===== config.mk =====
export PLATFORM = sky130hd
export DESIGN_NAME = calTickGen
export DESIGN_NICKNAME = d
export VERILOG_FILES = /design/src/rtl/calTypesPkg.sv /design/src/rtl/calSeqCtrl.sv /design/src/rtl/calDivPath.sv /design/src/rtl/calTickGen.sv
export SDC_FILE = /design/constraint.sdc
export NUM_CORES = 1
export LEC_CHECK = 0
export ABC_AREA = 1
export BUFFER_PORTS_ARGS = -buffer_cell sky130_fd_sc_hd__buf_2
export CAP_MARGIN = 20
export CORE_MARGIN = 10
export CORE_UTILIZATION = 50
export CTS_CLUSTER_SIZE = 20
export DETAILED_ROUTE_END_ITERATION = 16
export PLACE_DENSITY = 0.73
export SETUP_SLACK_MARGIN = 0.05
export SLEW_MARGIN = 15
export SYNTH_ARGS = -nofsm -noshare
export SYNTH_HDL_FRONTEND = slang
export SYNTH_SLANG_ARGS = --single-unit
export TNS_END_PERCENT = 100

===== constraint.sdc =====
create_clock -name clk -period 2.55 [get_ports clk]
set_clock_uncertainty 0.15 [all_clocks]
set_input_delay 0.51 -clock clk [delete_from_list [all_inputs] [get_ports clk]]
set_output_delay 0.51 -clock clk [all_outputs]
set_load 0.005 [all_outputs]

===== src/rtl/calTypesPkg.sv =====
package calTypesPkg;
  // Bit positions of the control byte that the control unit decodes.
  localparam int OutBitPos  = 7;
  localparam int TestBitPos = 6;
  localparam int SignBitPos = 5;

  // Strobes from the control unit into the divider datapath.
  typedef struct packed {
    logic shorten;   // drop one prescaler carry this second
    logic lengthen;  // stretch the last prescaler span by half
    logic testMode;  // pin shows the square wave
    logic outLevel;  // static pin level when not in test mode
  } calStrobe_t;
endpackage


===== src/rtl/calSeqCtrl.sv =====
module calSeqCtrl
  import calTypesPkg::*;
#(
  parameter int CYCLE_LOG2 = 6,
  parameter int MAG_W      = 5
) (
  input  logic       clk,
  input  logic       rstN,
  input  logic       stopOsc,
  input  logic       minuteStrobe,
  input  logic       ctrlWe,
  input  logic [7:0] ctrlWdata,
  input  logic       secEnd,
  output calStrobe_t strobes
);
  localparam logic [7:0] CtrlReset = 8'h80;

  logic [7:0]            ctrlReg;
  logic [CYCLE_LOG2-1:0] minuteIdx;
  logic                  armed, armedSign;
  logic                  active, activeSign;

  logic [MAG_W-1:0]      magNow;
  logic [CYCLE_LOG2-1:0] hitLimit;
  logic                  strobeEff, hit;

  assign magNow    = ctrlReg[MAG_W-1:0];
  assign hitLimit  = CYCLE_LOG2'({magNow, 1'b0});
  assign hit       = minuteIdx < hitLimit;
  assign strobeEff = minuteStrobe & ~stopOsc;

  always_ff @(posedge clk or negedge rstN) begin
    if (!rstN) begin
      ctrlReg <= CtrlReset;
    end else if (ctrlWe) begin
      ctrlReg <= ctrlWdata;
    end
  end

  always_ff @(posedge clk or negedge rstN) begin
    if (!rstN) begin
      minuteIdx <= '0;
    end else if (strobeEff) begin
      minuteIdx <= minuteIdx + 1'b1;
    end
  end

  // Arm on a strobe, consume at the next second boundary.
  always_ff @(posedge clk or negedge rstN) begin
    if (!rstN) begin
      armed      <= 1'b0;
      armedSign  <= 1'b0;
      active     <= 1'b0;
      activeSign <= 1'b0;
    end else if (secEnd) begin
      armed <= 1'b0;
      if (strobeEff) begin
        active     <= hit;
        activeSign <= ctrlReg[SignBitPos];
      end else begin
        active     <= armed;
        activeSign <= armedSign;
      end
    end else if (strobeEff) begin
      armed     <= hit;
      armedSign <= ctrlReg[SignBitPos];
    end
  end

  assign strobes.shorten  = active & activeSign;
  assign strobes.lengthen = active & ~activeSign;
  assign strobes.testMode = ctrlReg[TestBitPos];
  assign strobes.outLevel = ctrlReg[OutBitPos];


  minute_hold_chk: assert property (@(posedge clk) disable iff (!rstN)
    !(minuteStrobe && !stopOsc) |=> $stable(minuteIdx));


  arm_consume_chk: assert property (@(posedge clk) disable iff (!rstN)
    (secEnd && armed) |=> active);


  trim_hold_chk: assert property (@(posedge clk) disable iff (!rstN)
    !secEnd |=> ($stable(active) && $stable(activeSign)));
endmodule


===== src/rtl/calDivPath.sv =====
module calDivPath
  import calTypesPkg::*;
#(
  parameter int STAGE_LOG2 = 8,
  parameter int SEC_LOG2   = 7,
  parameter int TEST_LOG2  = 5
) (
  input  logic       clk,
  input  logic       rstN,
  input  logic       oscTick,
  input  logic       stopOsc,
  input  calStrobe_t cal,
  output logic       secTick,
  output logic       pinDriveLow
);
  localparam int PRE_W     = STAGE_LOG2 + 1;
  localparam int STAGE     = 1 << STAGE_LOG2;
  localparam int BASE_LIM  = STAGE - 1;
  localparam int EXT_LIM   = STAGE + STAGE / 2 - 1;
  localparam int LAST_NORM = (1 << SEC_LOG2) - 1;
  localparam int LAST_FAST = LAST_NORM - 1;

  logic [PRE_W-1:0]     preCnt;
  logic [SEC_LOG2-1:0]  stageCnt;
  logic [TEST_LOG2-1:0] tstCnt;
  logic                 testWave;

  logic                 advance, isLast, carry;
  logic [PRE_W-1:0]     preLim;

  assign advance = oscTick & ~stopOsc;
  assign isLast  = stageCnt == (cal.shorten ? SEC_LOG2'(LAST_FAST) : SEC_LOG2'(LAST_NORM));
  assign preLim  = (cal.lengthen && isLast) ? PRE_W'(EXT_LIM) : PRE_W'(BASE_LIM);
  assign carry   = advance && (preCnt == preLim);
  assign secTick = carry && isLast;

  always_ff @(posedge clk or negedge rstN) begin
    if (!rstN) begin
      preCnt   <= '0;
      stageCnt <= '0;
    end else if (advance) begin
      if (carry) begin
        preCnt   <= '0;
        stageCnt <= isLast ? '0 : stageCnt + 1'b1;
      end else begin
        preCnt   <= preCnt + 1'b1;
      end
    end
  end

  // Test wave comes from a free count that the trim never touches.
  always_ff @(posedge clk or negedge rstN) begin
    if (!rstN) begin
      tstCnt   <= '0;
      testWave <= 1'b0;
    end else if (advance) begin
      tstCnt <= tstCnt + 1'b1;
      if (&tstCnt) testWave <= ~testWave;
    end
  end

  assign pinDriveLow = cal.testMode ? ~testWave : ~cal.outLevel;


  stall_chk: assert property (@(posedge clk) disable iff (!rstN)
    stopOsc |=> ($stable(preCnt) && $stable(stageCnt) && $stable(testWave)));


  pre_range_chk: assert property (@(posedge clk) disable iff (!rstN)
    preCnt <= PRE_W'(EXT_LIM));


  wave_chk: assert property (@(posedge clk) disable iff (!rstN)
    !oscTick |=> $stable(testWave));


  strobe_hold_chk: assert property (@(posedge clk) disable iff (!rstN)
    !secTick |=> ($stable(cal.shorten) && $stable(cal.lengthen)));
endmodule


===== src/rtl/calTickGen.sv =====
module calTickGen
  import calTypesPkg::*;
#(
  parameter int STAGE_LOG2 = 8,
  parameter int SEC_LOG2   = 7,
  parameter int CYCLE_LOG2 = 6,
  parameter int MAG_W      = 5,
  parameter int TEST_LOG2  = 5
) (
  input  logic       clk,
  input  logic       rstN,
  input  logic       oscTick,
  input  logic       stopOsc,
  input  logic       minuteStrobe,
  input  logic       ctrlWe,
  input  logic [7:0] ctrlWdata,
  output logic       secTick,
  output logic       pinDriveLow
);
  calStrobe_t strobes;

  calSeqCtrl #(.CYCLE_LOG2(CYCLE_LOG2), .MAG_W(MAG_W)) uCtrl (
    .clk(clk), .rstN(rstN), .stopOsc(stopOsc), .minuteStrobe(minuteStrobe),
    .ctrlWe(ctrlWe), .ctrlWdata(ctrlWdata), .secEnd(secTick), .strobes(strobes)
  );

  calDivPath #(.STAGE_LOG2(STAGE_LOG2), .SEC_LOG2(SEC_LOG2), .TEST_LOG2(TEST_LOG2)) uPath (
    .clk(clk), .rstN(rstN), .oscTick(oscTick), .stopOsc(stopOsc), .cal(strobes),
    .secTick(secTick), .pinDriveLow(pinDriveLow)
  );
endmodule


==> metrics, run 1 <==
static power due to leakage 1.27 nW; status finished clean; clock tree from TritonCTS built; RSZ-0062 raised after global routing no; adder-cell area share of the yosys netlist 0.0478; ratio of routed vias to standard cells 4.88; count of yosys warnings during synthesis 0; multiplexer share of the synthesized area 0.0108; Die W 84.7 um; DRT antenna net count 0; setup TNS 0 ps; maximum number of pins on one net before global-route repair 22; Worst VDD drop 0.513 mV; Worst Path Max Fanout 7; CP max-delay cell sky130_fd_sc_hd__dfrtp_1; DRC violations left 0; area taken by flip-flops and latches 0.00100 sq mm; number of I/O pins 16; WP data arrival 1740 ps; die extent in y 84.7 um; root cell of the clock tree sky130_fd_sc_hd__clkbuf_8; summed instance area of the synthesized netlist 0.00209 sq mm; logic depth of the worst register-to-register path 12; simple logic cell fraction of the synthesized area 0.265; Seq/Total Area, Yosys 0.479; number of buffers on the longest clock path 2; H-tree lvl count 2; Synth-to-Final Area Change 14.8%; Num Clock Sinks 40; net total in the final layout 292; global-route wire length before repair 6470 um; I/O Buffers 15; kind of end point of the critical path output pin; Min Clock Period, post-route 2400 ps; total count of max-transition violations in the final report 0; Worst Setup Slack post-DPL 198 ps; total area of multi-input combinational cells 947 sq um; fraction of final layout cells with drive strength greater than 1 0.232; number of antenna cells inserted 0; Site Rows 23; flip-flop and latch count after synthesis 40; worst r2r src uPath.preCnt[1]; post-synthesis compound-gate area fraction 0.0669; CTS Buf Count 5; Post-CTS Hold Buffers 0; Post-DP HPWL 2770 um; global-route usage over all layers 0.105; worst slew slack as a fraction of its limit 0.686; critical path startpoint uPath.preCnt[1]; number of nets in the synthesized netlist 262; fill cell total of the finished layout 359; Cell Pwr Density 759 mW/mm^2; average instance area after synthesis 8.72 sq um; required time worst endpoint 1890 ps; Syn Inst Count 240; share of the clock period used by the worst path 0.943; final setup violation count 0; setup slack, reg-to-reg 520 ps; First DRT Iteration DRCs 71; Tightest Pin Transition 467 ps; chain of cells forming the critical path ha_2 -> nand3_4 -> nor2_4 -> nand3_2 -> nor2_4 -> nand3_4 -> inv_4 -> nand2_4 -> inv_4 -> buf_2; number of buffer and inverter instances along the worst setup path 3; Min-Delay Path Class input port to async pin; FF-to-FF End uPath.stageCnt[4]; power consumption 1.82 mW; combinational family with the most area after synthesis simple AND/OR/NAND/NOR gates; vias in the first global route 1562; placer congestion estimate 0.880; delay-heaviest family, CP simple AND/OR/NAND/NOR gates; filler-free cell count of the finished design 321; Max Freq 416 MHz; hold violation total from the final report 0; WS Path Type register to output pin; max incr delay on CP 380 ps; number of antenna violations at the first check in global routing 0; crit path launch type register; number of placed instances with taps included 306; Core ar. 0.00403 sq mm; Initial Util 0.520; routed wire length per instance 11.3 um; vias post-DR 1568; synth unique cells 31; global route overflow 0; source-to-sink clock delay at the later pin of the worst-skew pair 290 ps; area of the die 0.00717 sq mm; Pre-Repair DR Iteration Count 4; CTS clock-pin slew for the worst setup and hold paths 80 ps; detailed-route wire length 3640 um; number of max-cap violations 0; setup slack after layout 145 ps; synthesized-area fraction occupied by xor and xnor cells 0.0544
[cells by family (layout without fill, tap and decap cells)]
group	Yosys count	count (layout)
AO/OA/AOI/OAI	26	26
XOR/XNOR	13	13
adder cells (fa/ha/maj)	8	8
buffers and inverters	41	72
flip-flops	40	40
multiplexers	2	2
AND/OR/NAND/NOR	110	110
[report_power, final]
group          internal [mW]  switching [mW]  total [mW]
Sequential             0.802           0.136       0.938
Clock                  0.216           0.209       0.424
Combinational          0.198           0.264       0.461
Total                   1.22           0.608        1.82
[placed cells by master (no fill, tap or decap), drive strengths merged, types with 4 or more instances in the layout]
cell type / Yosys / final
ha: 8 / 8
inv: 40 / 40
nor2: 28 / 28
nand2: 55 / 55
dfrtp: 39 / 39
a21oi: 5 / 5
o21ai: 20 / 20
xor2: 11 / 11
nand3: 17 / 17
clkbuf: 1 / 6
buf: 0 / 24
nand4: 4 / 4
[metal layers]
| layer | global-route usage | vias to the layer above | wire length [um] |
|---|---|---|---|
| met3 | 0.0377 | 4 | 144 |
| li1 | - | 819 | - |
| met1 | 0.129 | 727 | 1770 |
| met4 | 0.0344 | 0 | 35 |
| met5 | 0 | - | 0 |
| met2 | 0.167 | 18 | 1690 |
[timing repair]
item	in CTS	in global routing
setup buffers	3	4
gates resized for setup	0	3
endpoints found under the setup margin	1	1
endpoints found under the hold margin	0	0
pin swaps	2	4
[synthesized netlist by cell type]
master / n / share of area
sky130_fd_sc_hd__nand3_4: 1 / 0.0084
sky130_fd_sc_hd__nor3b_1: 1 / 0.0036
sky130_fd_sc_hd__a21oi_1: 5 / 0.012
sky130_fd_sc_hd__o21ai_2: 2 / 0.0084
sky130_fd_sc_hd__o21ai_1: 3 / 0.0072
sky130_fd_sc_hd__nand4_1: 4 / 0.012
sky130_fd_sc_hd__nor2_8: 1 / 0.0096
sky130_fd_sc_hd__nand2_1: 45 / 0.081
sky130_fd_sc_hd__and2_1: 1 / 0.0030
sky130_fd_sc_hd__o21ai_0: 15 / 0.036
sky130_fd_sc_hd__nand3b_1: 1 / 0.0036
sky130_fd_sc_hd__nor2_1: 22 / 0.039
sky130_fd_sc_hd__nand2_4: 1 / 0.0054
sky130_fd_sc_hd__o211ai_1: 1 / 0.0036
sky130_fd_sc_hd__nor2_2: 3 / 0.0090
sky130_fd_sc_hd__inv_1: 35 / 0.063
sky130_fd_sc_hd__dfrtp_1: 39 / 0.47
sky130_fd_sc_hd__nand3_1: 13 / 0.031
sky130_fd_sc_hd__nand2_2: 9 / 0.027
sky130_fd_sc_hd__nand3_2: 3 / 0.014
sky130_fd_sc_hd__mux2_2: 2 / 0.011
sky130_fd_sc_hd__nor3_1: 2 / 0.0048
sky130_fd_sc_hd__clkbuf_1: 1 / 0.0018
sky130_fd_sc_hd__xnor2_1: 2 / 0.0084
sky130_fd_sc_hd__xor2_1: 11 / 0.046
sky130_fd_sc_hd__nor2_4: 2 / 0.011
sky130_fd_sc_hd__dfstp_2: 1 / 0.013
sky130_fd_sc_hd__inv_4: 2 / 0.0060
sky130_fd_sc_hd__nor4_1: 1 / 0.0030
sky130_fd_sc_hd__ha_1: 8 / 0.048
sky130_fd_sc_hd__inv_2: 3 / 0.0054
[sequential cells by signal, indices dropped and copies added, names as in the netlist]
| signal | flops |
|---|---|
| uCtrl.active | 1 |
| uPath.stageCnt | 7 |
| uCtrl.armedSign | 1 |
| uPath.tstCnt | 5 |
| uCtrl.armed | 1 |
| uCtrl.ctrlReg | 8 |
| uCtrl.activeSign | 1 |
| uPath.preCnt | 9 |
| uPath.testWave | 1 |
| uCtrl.minuteIdx | 6 |
[layout make-up]
class | count | share of cell area
clock inverters | 2 | 0.00417
multi-input cells | 159 | 0.394
repair buffers | 24 | 0.0594
clock buffers | 6 | 0.0344
flip-flops and latches | 40 | 0.417
well taps | 50 | 0.0260
inverters | 40 | 0.0646
[worst max-delay path by stage]
stage	cells after the start	endpoint	slack [ps]
after global placement	11	secTick	250
final	10	secTick	150
after floorplan	9	secTick	560
after CTS	10	secTick	100
after detailed placement	11	secTick	200
after global routing	10	secTick	30
[stage by stage]
stage	util	instance area (sq um)	hold slack [ps]
6_report	0.596	2400	4.18
3_5_place_dp	0.557	2240	309
5_1_grt	0.596	2400	25.2
3_3_place_gp	0.557	2240	306
4_1_cts	0.585	2360	19.9
2_1_floorplan	-	2090	64.4
(Power assumes the default switching activity.)
==> inputs of run 2 (changes only) <==
- PLACE_DENSITY: 0.73 -> 0.76
- clock period: 2.55 -> 2.05 ns (I/O delays scaled with it)
==> metrics, run 2 (synthesis gave the netlist of run 1 again) <==
ratio of routed vias to standard cells 4.85 (-0.67%); Core ar. 0.00403 sq mm (unchanged); register share of total power 0.499 (-0.015); fill cell total of the finished layout 340 (-5.3%); total internal power 1.56 mW (+28%); Pre-Repair DR Iteration Count 4 (unchanged); number of antenna violations at the first check in global routing 0 (unchanged); switching share of power 0.340 (+0.00657); setup slack after layout -159 ps (-304 ps); Synth-to-Final Area Change 19.8%; static power due to leakage 1.31 nW (+3.7%); top library cells by usage in the layout, fill and taps aside sky130_fd_sc_hd__nand2_1 (44), sky130_fd_sc_hd__dfrtp_1 (37), sky130_fd_sc_hd__inv_1 (34); Tightest Pin Transition 497 ps (+30.0 ps); Fin Hold WS 15.8 ps (+11.6 ps); crit path launch type register; CP max-delay cell sky130_fd_sc_hd__dfrtp_1; total count of max-transition violations in the final report 0 (unchanged); global route overflow 0 (unchanged); CTS clock-pin slew for the worst setup and hold paths 80 ps (about the same); Cell Pwr Density 941 mW/mm^2 (+24%); required time worst endpoint 1490 ps (-400 ps); DRT antenna net count 0 (unchanged); Post-DP HPWL 2710 um (-2.2%); Site Rows 23 (unchanged); chain of cells forming the critical path ha_4 -> nand3_4 -> nor2_4 -> nand3_4 -> nor2_4 -> nand3_4 -> inv_4 -> nand2_4 -> inv_4 -> buf_6; register name with the most flops uPath.preCnt; number of I/O pins 16 (unchanged); post-place instance area 0.00226 sq mm (+1.0%); number of max-cap violations 0 (unchanged); net total in the final layout 302 (+3.4%); I/O Buffers 15 (unchanged); max incr delay on CP 410 ps (+30 ps); First DRT Iteration DRCs 73 (+2.8%); RSZ-0062 raised after global routing yes; share of the clock period used by the worst path 1.08; source-to-sink clock delay at the later pin of the worst-skew pair 300 ps (about the same); area of the die 0.00717 sq mm (unchanged); global-route wire length before repair 6690 um (+3.5%); Min-Delay Path Class input port to async pin; Max Freq 453 MHz; status finished with violations; Worst Path Max Fanout 2 (-5); power dissipated by switching net loads 803 uW (+32%); setup TNS -159 ps (-159 ps); fraction of final layout cells with drive strength greater than 1 0.278 (+0.0451); most common cell after layout, fill and taps aside sky130_fd_sc_hd__nand2_1; vias post-DR 1606 (+2.4%); WP data arrival 1650 ps (-90 ps); DRC violations left 0 (unchanged); kind of end point of the critical path output pin; Clk pwr share 0.229 (-0.004); global-route usage over all layers 0.111 (+0.00535); maximum number of pins on one net before global-route repair 41 (+86%); hold violation total from the final report 0 (unchanged); vias in the first global route 1593 (+2.0%); placer congestion estimate 0.803 (-8.8%); violations in the final reports negative setup slack; Initial Util 0.520 (unchanged); WS Path Type register to output pin; die extent in y 84.7 um (unchanged); proportion of power drawn by combinational gates 0.272 (+0.019); number of antenna cells inserted 0 (unchanged); routed wire length per instance 12.1 um (+7.2%); worst slew slack as a fraction of its limit 0.669 (-0.0172); Die W 84.7 um (unchanged); final setup violation count 1 (+1); Worst Setup Slack post-DPL 47.1 ps (-151 ps); H-tree lvl count 2 (unchanged); number of buffer and inverter instances along the worst setup path 3 (unchanged); clock tree from TritonCTS built; root cell of the clock tree sky130_fd_sc_hd__clkbuf_8; detailed-route wire length 4020 um (+11%); Worst VDD drop 0.594 mV (+16%); number of buffers on the longest clock path 2 (unchanged); Regs by FF count uPath.preCnt (9), uCtrl.ctrlReg (8), uPath.stageCnt (7); Min Clock Period, post-route 2210 ps; cell seen most often among critical-path stages sky130_fd_sc_hd__nand3_4; CTS Buf Count 5 (unchanged); delay-heaviest family, CP simple AND/OR/NAND/NOR gates; Num Clock Sinks 40 (unchanged); final design instance area without fill 0.00251 sq mm (+4.4%); number of flip-flops in the largest register 9 (unchanged)
-- run 2: cell count changes in the layout (fill, tap and decap cells not counted), sizes merged --
cell / before / now
buf: 24 / 34
-- run 2: worst paths after layout --
path                                  from           endpoint  slack (ps)  depth (start not counted)
setup / recovery           uPath.preCnt[0]            secTick        -160                         10
hold reg to reg            uPath.tstCnt[4]    uPath.tstCnt[4]         310                          1
setup reg to reg           uPath.preCnt[0]  uPath.stageCnt[4]         120                         12
hold / removal                        rstN  uPath.stageCnt[6]          20                          2
max in group asynchronous             rstN  uPath.stageCnt[0]        1370                          2
min in group clk              ctrlWdata[3]   uCtrl.ctrlReg[3]         160                          3
-- run 2: per-stage QoR --
| step | instances | util | power (mW) |
|---|---|---|---|
| CTS | 323 | 0.598 | 2.32 |
| global route | 331 | 0.623 | 2.54 |
| floorplan | 240 | - | 1.58 |
| detailed placement | 309 | 0.562 | 1.74 |
| global placement | 309 | 0.562 | 1.70 |
| finish | 331 | 0.623 | 2.36 |
-- run 2: power groups by stage --
stage	sequential [mW]	combinational, mW	clock, mW
3_3_place_gp	1.17	0.533	0
4_1_cts	1.16	0.598	0.562
3_5_place_dp	1.17	0.564	0
2_1_floorplan	1.14	0.439	0
6_report	1.18	0.643	0.541
5_1_grt	1.21	0.748	0.586
-- run 2: timing repair --
item / in CTS / in global routing
pin swaps: 5 / 5
resized for setup: 2 / 10
setup buffers: 6 / 8
hold buffers: 0 / 0
endpoints found under the setup margin: 1 / 3
-- run 2: metal layers --
| layer | GRT usage | vias to the layer above | wire length (um) |
|---|---|---|---|
| li1 | - | 834 | - |
| met1 | 0.133 | 744 | 1900 |
| met2 | 0.174 | 21 | 1930 |
| met3 | 0.0300 | 7 | 117 |
| met4 | 0.0614 | 0 | 74 |
| met5 | 0 | - | 0 |
-- run 2: worst register-to-register path, stage by stage (launching register included) --
cell                      delay (ps)
sky130_fd_sc_hd__dfrtp_1         410
sky130_fd_sc_hd__ha_4            170
sky130_fd_sc_hd__nand3_4          80
sky130_fd_sc_hd__nor2_4          130
sky130_fd_sc_hd__nand3_4          90
sky130_fd_sc_hd__nor2_4          130
sky130_fd_sc_hd__nand3_4          90
sky130_fd_sc_hd__buf_4           140
sky130_fd_sc_hd__buf_4           160
sky130_fd_sc_hd__nor2_2           90
sky130_fd_sc_hd__nand3_1          70
sky130_fd_sc_hd__nand2_1          70
sky130_fd_sc_hd__nor2_2           40
-- run 2: final cells by class --
cell class                 instances  area, sq um  area share
sequential                        40         1000       0.400
multi-input combinational        159          970       0.387
timing repair buffer              34          224      0.0893
inverter                          40          155      0.0618
clock buffer                       6         82.6      0.0329
tap                               50         62.6      0.0249
clock inverter                     2         10.0     0.00399
==> inputs of run 3 (changes only) <==
- ABC_AREA: 1 -> unset
==> metrics, run 3 <==
violations in the final reports negative setup slack; power consumption 2.10 mW (-11%); crit path launch type register; number of flip-flops in the largest register 9 (unchanged); die extent in y 85.3 um (+0.75%); vias in the first global route 1681 (+5.5%); Site Rows 23 (unchanged); Synth-to-Final Area Change 18.1%; CTS clock-pin slew for the worst setup and hold paths 70 ps (about the same); Worst Path Max Fanout 4 (+2); setup slack after layout -6.35 ps (+152 ps); vias post-DR 1571 (-2.2%); logic depth of the worst register-to-register path 5 (-7); DRC violations left 0 (unchanged); Cell Pwr Density 834 mW/mm^2 (-11%); Core ar. 0.00406 sq mm (+0.71%); root cell of the clock tree sky130_fd_sc_hd__clkbuf_8; Num Clock Sinks 40 (unchanged); max incr delay on CP 410 ps (about the same); delay-heaviest family, CP compound AO/OA/AOI/OAI gates; worst r2r src uCtrl.activeSign; Regs by FF count uPath.preCnt (9), uCtrl.ctrlReg (8), uPath.stageCnt (7); most frequent cell after synthesis sky130_fd_sc_hd__dfrtp_1; I/O Buffers 15 (unchanged); most common cell after layout, fill and taps aside sky130_fd_sc_hd__dfrtp_1; Post-DP HPWL 3030 um (+12%); placer congestion estimate 0.821 (+2.3%); global route overflow 0 (unchanged); Syn Inst Count 202 (-16%); DRT antenna net count 0 (unchanged); area of the die 0.00728 sq mm (+1.5%); WS Path Type register to output pin; flip-flop and latch count after synthesis 40 (unchanged); global-route wire length before repair 7470 um (+12%); maximum number of pins on one net before global-route repair 24 (-41%); clock tree from TritonCTS built; chain of cells forming the critical path a21bo_1 -> a211o_1 -> nor3_2 -> buf_2; number of max-cap violations 0 (unchanged); net total in the final layout 258 (-15%); number of nets in the synthesized netlist 224 (-15%); number of antenna violations at the first check in global routing 0 (unchanged); number of buffer and inverter instances along the worst setup path 1 (-2); setup TNS -6.35 ps (+152 ps); Min-Delay Path Class input port to register; CTS Buf Count 5 (unchanged); final setup violation count 1 (unchanged); Min Clock Period, post-route 2060 ps (-152 ps); top cell type by total area after synthesis sky130_fd_sc_hd__dfrtp_1; final design instance area without fill 0.00252 sq mm (+0.45%); critical path startpoint uCtrl.activeSign; Worst VDD drop 0.596 mV (+0.25%); setup slack, reg-to-reg 110 ps (about the same); count of yosys warnings during synthesis 0 (unchanged); total count of max-transition violations in the final report 0 (unchanged); top library cells by usage in the layout, fill and taps aside sky130_fd_sc_hd__dfrtp_1 (39), sky130_fd_sc_hd__nand2_1 (22), sky130_fd_sc_hd__buf_4 (18); Initial Util 0.526 (+0.00649); Die W 85.3 um (+0.75%); number of antenna cells inserted 0 (unchanged); hold violation total from the final report 0 (unchanged); CP max-delay cell sky130_fd_sc_hd__dfrtp_1; list of most frequent post-synthesis cells sky130_fd_sc_hd__dfrtp_1 (39), sky130_fd_sc_hd__nand2_1 (22), sky130_fd_sc_hd__xnor2_1 (11); FF-to-FF End uCtrl.armedSign; Pre-Repair DR Iteration Count 4 (unchanged); Max Freq 486 MHz (+7.4%); ys async rst share 1.00 (unchanged); static power due to leakage 1.14 nW (-13%); number of buffers on the longest clock path 2 (unchanged); RSZ-0062 raised after global routing yes; post-place instance area 0.00231 sq mm (+2.1%); Tightest Pin Transition 474 ps (-22.8 ps); number of enable-type register cells in the synthesized netlist 0 (unchanged); detailed-route wire length 4180 um (+4.1%); share of the clock period used by the worst path 1.00 (-0.0743); kind of end point of the critical path output pin; number of I/O pins 16 (unchanged); fraction of final layout cells with drive strength greater than 1 0.257 (-0.0202); routed wire length per instance 14.6 um (+20%); status finished with violations; Seq/Total Area, Yosys 0.470 (-0.00926); average instance area after synthesis 10.6 sq um (+21%); share of the synthesized area in the top cell type 0.457 (-0.00902); ratio of routed vias to standard cells 5.47 (+13%); critical path endpoint secTick; summed instance area of the synthesized netlist 0.00213 sq mm (+2.0%); top cells by area in the synthesized netlist sky130_fd_sc_hd__dfrtp_1 (46%), sky130_fd_sc_hd__ha_1 (4.7%), sky130_fd_sc_hd__mux2i_1 (4.7%); leading register cell type out of synthesis sky130_fd_sc_hd__dfrtp_1; First DRT Iteration DRCs 116 (+59%); source-to-sink clock delay at the later pin of the worst-skew pair 290 ps (about the same); worst slew slack as a fraction of its limit 0.684 (+0.0152); WP data arrival 1500 ps (-150 ps); register name with the most flops uPath.preCnt; required time worst endpoint 1490 ps (about the same); synth unique cells 42 (+35%); instance count on the critical path 4 (-6); global-route usage over all layers 0.123 (+0.0128); Fin Hold WS 180 ps (+164 ps); H-tree lvl count 2 (unchanged)
==> run 3: worst register-to-register path: cells and delay by family (launching register included) <==
| family | cells | cell delay, ps |
|---|---|---|
| AO/OA/AOI/OAI | 3 | 750 |
| flip-flops | 1 | 410 |
| multiplexers | 1 | 340 |
| buffers and inverters | 1 | 180 |
==> run 3: cell families (layout without fill, tap and decap cells) <==
family                   Yosys count  in the layout  synth area share
AND/OR/NAND/NOR                   77             77             0.210
flip-flops                        40             40             0.470
AO/OA/AOI/OAI                     27             27            0.0821
multiplexers                      20             20            0.0997
XOR/XNOR                          15             15            0.0615
buffers and inverters             15             50            0.0305
adder cells (fa/ha/maj)            8              8            0.0469
==> run 3: area by class of cell <==
type                    count  area (sq um)
clock buffers               7          76.3
clock inverters             1          8.76
fillers                   311          1540
inverters                   8          30.0
multi-input cells         147          1120
flip-flops and latches     40          1000
well taps                  50          62.6
repair buffers             34           220
==> run 3: metal layers <==
metal | vias up | GRT usage | wire length, um
met5 | - | 0 | 0
met4 | 0 | 0.0449 | 46
met3 | 4 | 0.0335 | 100
met2 | 17 | 0.208 | 2060
met1 | 765 | 0.145 | 1970
li1 | 785 | - | -
==> run 3: power breakdown <==
part / switching [mW] / internal, mW / leakage [nW]
clock network: 0.260 / 0.243 / 0.0424
logic: 0.197 / 0.244 / 0.622
registers: 0.194 / 0.964 / 0.476
==> run 3: metrics by stage <==
stage / util / std cells / setup slack, ps
global placement: 0.570 / 270 / 82.1
floorplan: - / 202 / 83.0
CTS: 0.617 / 286 / -5.63
global route: 0.621 / 287 / -95.0
finish: 0.621 / 287 / -6.35
detailed placement: 0.570 / 270 / 51.1
==> run 3: repair_timing <==
item	in CTS	in global routing
setup buffers	7	1
setup endpoints to repair	2	5
pin swaps	4	0
hold buffers	1	0
hold endpoints to repair	20	0
gates resized for setup	8	3
==> run 3: worst min-delay path by stage <==
stage	slack [ps]	start	cells after the start	endpoint
floorplan	-40	rstN	0	uCtrl.active
CTS	180	ctrlWdata[4]	3	uCtrl.ctrlReg[4]
global route	190	ctrlWdata[2]	3	uCtrl.ctrlReg[2]
finish	180	ctrlWdata[4]	3	uCtrl.ctrlReg[4]
global placement	250	rstN	1	uPath.testWave
detailed placement	240	rstN	1	uCtrl.ctrlReg[6]
